===== config.mk =====
export PLATFORM = sky130hd
export DESIGN_NAME = radio_byte_queue
export DESIGN_NICKNAME = d
export VERILOG_FILES = /design/src/rtl/radio_byte_queue_pkg.sv /design/src/rtl/rbq_store.sv /design/src/rtl/rbq_flags.sv /design/src/rtl/rbq_gate.sv /design/src/rtl/radio_byte_queue.sv
export SDC_FILE = /design/constraint.sdc
export NUM_CORES = 1
export LEC_CHECK = 0
export BUFFER_PORTS_ARGS = -buffer_cell sky130_fd_sc_hd__buf_4
export CORE_MARGIN = 10
export CORE_UTILIZATION = 55
export CTS_BUF_LIST = sky130_fd_sc_hd__clkbuf_8
export DETAILED_ROUTE_END_ITERATION = 16
export PLACE_DENSITY_LB_ADDON = 0.3
export SYNTH_ARGS = -nofsm -noshare
export SYNTH_HDL_FRONTEND = slang
export SYNTH_SLANG_ARGS = --single-unit

===== constraint.sdc =====
create_clock -name clk -period 3.2 [get_ports clk]
set_clock_uncertainty 0.05 [all_clocks]
set_input_delay 0.64 -clock clk [delete_from_list [all_inputs] [get_ports clk]]
set_output_delay 0.64 -clock clk [all_outputs]
set_load 0.03 [all_outputs]

===== src/rtl/radio_byte_queue_pkg.sv =====
package radio_byte_queue_pkg;
  typedef enum logic {
    FILL_ON_SYNC = 1'b0,
    FILL_BY_HOST = 1'b1
  } fill_mode_e;
endpackage


===== src/rtl/rbq_store.sv =====
module rbq_store #(
  parameter int DEPTH = 64,
  parameter int DW    = 8,
  localparam int AW   = $clog2(DEPTH),
  localparam int CW   = AW + 1
) (
  input  logic          clk,
  input  logic          rst_n,
  input  logic          wr_en,
  input  logic [DW-1:0] wr_data,
  input  logic          rd_en,
  input  logic          flush,
  output logic [DW-1:0] rd_data,
  output logic [CW-1:0] count
);
  logic [DW-1:0] mem [DEPTH];
  logic [AW-1:0] wr_ptr, rd_ptr;

  function automatic logic [AW-1:0] bump(input logic [AW-1:0] p);
    return (p == AW'(DEPTH - 1)) ? '0 : p + AW'(1);
  endfunction

  always_ff @(posedge clk) begin
    if (wr_en) mem[wr_ptr] <= wr_data;
  end

  always_ff @(posedge clk or negedge rst_n) begin
    if (!rst_n) begin
      wr_ptr <= '0;
      rd_ptr <= '0;
      count  <= '0;
    end else if (flush) begin
      wr_ptr <= '0;
      rd_ptr <= '0;
      count  <= '0;
    end else begin
      if (wr_en) wr_ptr <= bump(wr_ptr);
      if (rd_en) rd_ptr <= bump(rd_ptr);
      count <= count + CW'(wr_en) - CW'(rd_en);
    end
  end

  assign rd_data = mem[rd_ptr];

  assert_no_overflow_R1: assert property (@(posedge clk) disable iff (!rst_n)
    count <= CW'(DEPTH));
  assert_pushpop_steady_R7: assert property (@(posedge clk) disable iff (!rst_n)
    (wr_en && rd_en && !flush) |=> $stable(count));
  assert_flush_empties_R5: assert property (@(posedge clk) disable iff (!rst_n)
    flush |=> (count == '0));
endmodule


===== src/rtl/rbq_flags.sv =====
module rbq_flags #(
  parameter int DEPTH = 64,
  parameter int CW    = 7,
  parameter int TW    = 6
) (
  input  logic          clk,
  input  logic          rst_n,
  input  logic [CW-1:0] count,
  input  logic [TW-1:0] thresh,
  input  logic          ovr_set,
  input  logic          ovr_clr,
  output logic          full,
  output logic          nonempty,
  output logic          above,
  output logic          ovr
);
  assign full     = (count == CW'(DEPTH));
  assign nonempty = (count != '0);
  assign above    = (count > CW'(thresh));

  always_ff @(posedge clk or negedge rst_n) begin
    if (!rst_n)       ovr <= 1'b0;
    else if (ovr_clr) ovr <= 1'b0;
    else if (ovr_set) ovr <= 1'b1;
  end

  assert_overrun_sets_R4: assert property (@(posedge clk) disable iff (!rst_n)
    (ovr_set && !ovr_clr) |=> ovr);
  assert_overrun_clears_R5: assert property (@(posedge clk) disable iff (!rst_n)
    ovr_clr |=> !ovr);
  assert_overrun_full_R4: assert property (@(posedge clk) disable iff (!rst_n)
    ovr_set |-> full);
endmodule


===== src/rtl/rbq_gate.sv =====
module rbq_gate
  import radio_byte_queue_pkg::*;
(
  input  logic clk,
  input  logic rst_n,
  input  logic rx_active,
  input  logic fill_sel,
  input  logic fill_manual,
  input  logic sync_hit,
  output logic open
);
  logic armed;
  fill_mode_e mode;
  assign mode = fill_mode_e'(fill_sel);

  always_ff @(posedge clk or negedge rst_n) begin
    if (!rst_n)          armed <= 1'b0;
    else if (!rx_active) armed <= 1'b0;
    else if (sync_hit)   armed <= 1'b1;
  end

  always_comb begin
    if (!rx_active)                open = 1'b1;
    else if (mode == FILL_BY_HOST) open = fill_manual;
    else                           open = armed;
  end

  assert_arm_needs_sync_R8: assert property (@(posedge clk) disable iff (!rst_n)
    $rose(armed) |-> $past(sync_hit));
  assert_arm_drops_R8: assert property (@(posedge clk) disable iff (!rst_n)
    !rx_active |=> !armed);
endmodule


===== src/rtl/radio_byte_queue.sv =====
module radio_byte_queue #(
  parameter int DEPTH = 64,
  parameter int DW    = 8,
  localparam int AW   = $clog2(DEPTH),
  localparam int CW   = AW + 1
) (
  input  logic          clk,
  input  logic          rst_n,
  input  logic          push_valid,
  input  logic [DW-1:0] push_data,
  output logic          push_ready,
  output logic          pop_valid,
  output logic [DW-1:0] pop_data,
  input  logic          pop_ready,
  input  logic          rx_active,
  input  logic          fill_sel,
  input  logic          fill_manual,
  input  logic          sync_hit,
  input  logic [AW-1:0] level_thresh,
  input  logic          overrun_clear,
  output logic          full_flag,
  output logic          has_data,
  output logic          overrun_flag,
  output logic          irq_level,
  output logic          irq_full
);
  logic          gate_open, offered, wr_en, rd_en, ovr_set;
  logic [CW-1:0] count;

  rbq_gate u_gate (
    .clk(clk), .rst_n(rst_n), .rx_active(rx_active), .fill_sel(fill_sel),
    .fill_manual(fill_manual), .sync_hit(sync_hit), .open(gate_open)
  );

  assign offered = push_valid && gate_open;
  assign wr_en   = offered && !full_flag && !overrun_clear;
  assign ovr_set = offered && full_flag && !overrun_clear;
  assign rd_en   = pop_valid && pop_ready && !overrun_clear;

  rbq_store #(.DEPTH(DEPTH), .DW(DW)) u_store (
    .clk(clk), .rst_n(rst_n), .wr_en(wr_en), .wr_data(push_data),
    .rd_en(rd_en), .flush(overrun_clear), .rd_data(pop_data), .count(count)
  );

  rbq_flags #(.DEPTH(DEPTH), .CW(CW), .TW(AW)) u_flags (
    .clk(clk), .rst_n(rst_n), .count(count), .thresh(level_thresh),
    .ovr_set(ovr_set), .ovr_clr(overrun_clear), .full(full_flag),
    .nonempty(has_data), .above(irq_level), .ovr(overrun_flag)
  );

  assign push_ready = !full_flag;
  assign pop_valid  = has_data;
  assign irq_full   = full_flag;

  assert_pop_data_held_R3: assert property (@(posedge clk) disable iff (!rst_n)
    (pop_valid && !pop_ready && !push_valid && !overrun_clear) |=> $stable(pop_data));
  assert_full_holds_R4: assert property (@(posedge clk) disable iff (!rst_n)
    (full_flag && !rd_en && !overrun_clear) |=> full_flag);
endmodule


==> impl_metrics.tcl <==
set metrics [dict create \
    die_x_um 217 \
    mostFrequentLayoutCell "edfxtp_1" \
    vdd_drop_max_mv 0.485 \
    seqCellArea_sq_um 15900 \
    finish.cell_count_without_fillers 1875 \
    die_area_sq_um 47100 \
    antenna_found_initial 0 \
    cp-end-kind "output pin" \
    grt_start_max_net_pins 65 \
    initial_core_util_pct 55.4 \
    totalPowerFinal_mw 16.0 \
    failed_checks "setup timing" \
    numClockSinks 533 \
    timing_worst_slew_pin_value_ns 0.889 \
    proportion_of_synthesized_chip_area_in_sequential_cells_pct 74.4 \
    layout-drive-gt1-share_pct 37.3 \
    slew_violations 0 \
    layout.cells.most_common_list "512 x edfxtp_1, 149 x buf_4, 122 x mux4_2" \
    reg2reg_from "u_store.count[2]" \
    fillCellCount 2576 \
    synthToLayoutAreaGrowth_pct 19.6 \
    synthesized_instance_count 1086 \
    power_switching_share_pct 26.0 \
    crit_fanout 9 \
    rsz0062_at_grt "yes" \
    drtAntennaViolNets 0 \
    detailroute.via_count 11308 \
    launch_point_of_the_worst_hold_path "sync_hit" \
    syn_nets 1127 \
    power.density_cell_area_nw_per_um2 625 \
    seq_power_share_pct 48.7 \
    run_status "finished, violations left" \
    grt_first_pass_wirelength_mm 72.9 \
    power_report.internal_total_mw 11.8 \
    clock_path_buffers 3 \
    floorplan.io_pins 38 \
    drt_drc_violations_left 0 \
    grt.total_usage_pct 20.7 \
    place.port_buffers 37 \
    placementRows 72 \
    worstPathCellList "buf_16 > buf_4 > mux4_2 > mux2i_1 > a211oi_1 > a21o_1 > buf_6" \
    multi_input_comb_area_sq_um 5550 \
    fin_crit_ns 3.64 \
    antennaDiodeCount 0 \
    critPathRequiredTime_ns 2.51 \
    initialDrtViolationCount 1095 \
    initial_drt_pass_iterations 5 \
    delay_of_the_slowest_cell_on_the_worst_path_ns 0.57 \
    power_frac_clock_pct 31.7 \
    fin_worst_setup_slack_ns -0.445 \
    report.final.setup_viol 8 \
    cp_slowest_cell "dfrtp_4" \
    highest_achievable_clock_rate_mhz 274 \
    report.final.hold_viol_count 0 \
    design.core.area_sq_um 38600 \
    startpoint "u_store.rd_ptr[1]" \
    max_cap_viol_count 0 \
    clock_tree_from_tritoncts "yes" \
    clock_insertion_delay_worst_skew_ns 0.64 \
    routed_via_density 6.03 \
    rel_slew_slack_pct 40.7 \
    cp.arrival_ns 2.95 \
    global_route.overflow_total 0 \
    syn-cell-area_sq_um 21400 \
    ys_dominant_reg_cell "edfxtp_1" \
    yosysWarnings 0 \
    postSynth.asyncResetShare_pct 3.94 \
    synthDistinctLibCells 50 \
    total_switching_power_mw 4.15 \
    post-place-ws_ns 0.0297 \
    cts_buffers 84 \
    hpwl_mm 28.2 \
    number_of_levels_the_h_tree_was_split_into 3 \
    first_global_vias 11468 \
    crit_type "flop to output pin" \
    clk_root_buffer_cell "clkbuf_8" \
    p_leak_nw 8.35 \
    routed_wirelength_mm 48.4 \
    post_place_cells 1691 \
    combinationalPowerShare_pct 19.6 \
    finalNetCount 1340 \
    period_share_pct 114 \
    die_height_um 217 \
    start_kind "flop" \
    worstHoldPathType "primary input to flop" \
    synth-edff-count 512 \
    finalWeightedCongestion 0.834 \
    yosys_register_bits 533 \
    cts.clk_slew.worst_paths_ns 0.07 \
    syn_avg_cell_area_sq_um 19.7 \
    routedWlPerCell_um 25.8 \
]
==> per-stage QoR <==
stage               setup TNS [ns]  area [sq um]  utilization, %  hold slack, ns
floorplan                        0         21400               -           0.294
global placement                 0         22900            59.4           0.441
detailed placement               0         22900            59.4           0.439
CTS                          -3.10         25300            65.5           0.136
global route                 -3.52         25600            66.3           0.158
finish                       -2.96         25600            66.3           0.170
==> Yosys cell counts (2+ instances only) <==
cell	n	area, sq um
inv_1	18	67.6
a21o_1	9	67.6
nand4_1	3	18.8
a21oi_1	22	110
xor2_1	6	52.6
ha_1	17	213
mux4_2	122	2750
o21ai_1	8	40.0
buf_2	11	55.1
a311oi_1	2	17.5
buf_4	10	75.1
nand2_1	32	120
a221oi_1	6	52.6
o21ai_0	15	75.1
nand3_1	12	60.1
a22o_1	2	17.5
or3_1	4	25.0
nor3b_1	2	15.0
clkbuf_1	22	82.6
a22oi_1	2	15.0
o22ai_1	8	50.1
nor3_1	3	15.0
o221ai_1	12	105
buf_6	14	158
a211oi_1	14	105
buf_1	6	22.5
and2_1	2	12.5
nand3b_1	2	15.0
nand2b_1	7	43.8
mux2_2	10	113
edfxtp_1	512	15400
nor2_1	90	338
nor2b_1	4	25.0
xnor2_1	2	17.5
clkbuf_2	2	10.0
a31oi_1	2	12.5
or3b_2	2	17.5
mux2i_1	37	370
dfrtp_1	21	526
==> power groups by stage <==
stage	registers [mW]	clock network [mW]	logic [mW]
floorplan	7.89	0	1.65
global placement	7.91	0	2.35
detailed placement	7.92	0	2.37
CTS	7.78	5.15	2.89
global route	7.78	5.46	3.33
finish	7.78	5.06	3.13
==> kinds of logic (layout without fill, tap and decap cells) <==
family / count (synthesis) / in the layout / synth area share [%]
AO/OA/AOI/OAI: 106 / 106 / 3.27
adder cells (fa/ha/maj): 18 / 18 / 1.09
buffers and inverters: 84 / 355 / 2.27
AND/OR/NAND/NOR: 168 / 168 / 3.49
XOR/XNOR: 8 / 8 / 0.328
multiplexers: 169 / 169 / 15.1
flip-flops: 533 / 533 / 74.4
==> path summary, 6_finish.rpt <==
check	end	slack, ns	depth (start not counted)
max	pop_data[7]	-0.44	7
min	u_gate.armed	0.17	2
max reg2reg	u_store.count[6]	0.14	17
min reg2reg	u_gate.armed	0.45	1
max in group asynchronous	u_store.rd_ptr[1]	2.43	2
min in group asynchronous	u_store.rd_ptr[3]	0.40	2
==> sequential cells by signal, summed over array words and instances, names as in the netlist <==
name	cells
u_flags.ovr	1
u_gate.armed	1
u_store.count	7
u_store.mem	512
u_store.rd_ptr	6
u_store.wr_ptr	6
==> routing by layer <==
layer	GRT usage, %	wire length (um)
met4	7.29	1230
met3	5.40	3870
met2	31.4	23300
met5	0	0
met1	28.8	20000
==> critical path: cells and delay by family, from the launching register on <==
| kind | cells | cell delay, ns |
|---|---|---|
| mux | 2 | 0.81 |
| compound gates | 2 | 0.39 |
| flops | 1 | 0.57 |
| buf+inv | 3 | 0.53 |
==> cell type report <==
| type | count | share of cell area, % |
|---|---|---|
| clock inverters | 57 | 0.940 |
| inverters | 18 | 0.264 |
| clock buffers | 87 | 4.69 |
| well taps | 518 | 2.54 |
| repair buffers | 193 | 7.57 |
| multi-input cells | 469 | 21.7 |
| flip-flops and latches | 533 | 62.3 |
==> timing repair <==
action	in CTS	in global routing
hold endpoints to repair	21	0
pin swaps	17	19
gates resized for setup	106	40
setup buffers	21	13
cloned	7	1
hold buffers	1	0
setup endpoints to repair	8	10
(Power assumes the default switching activity.)
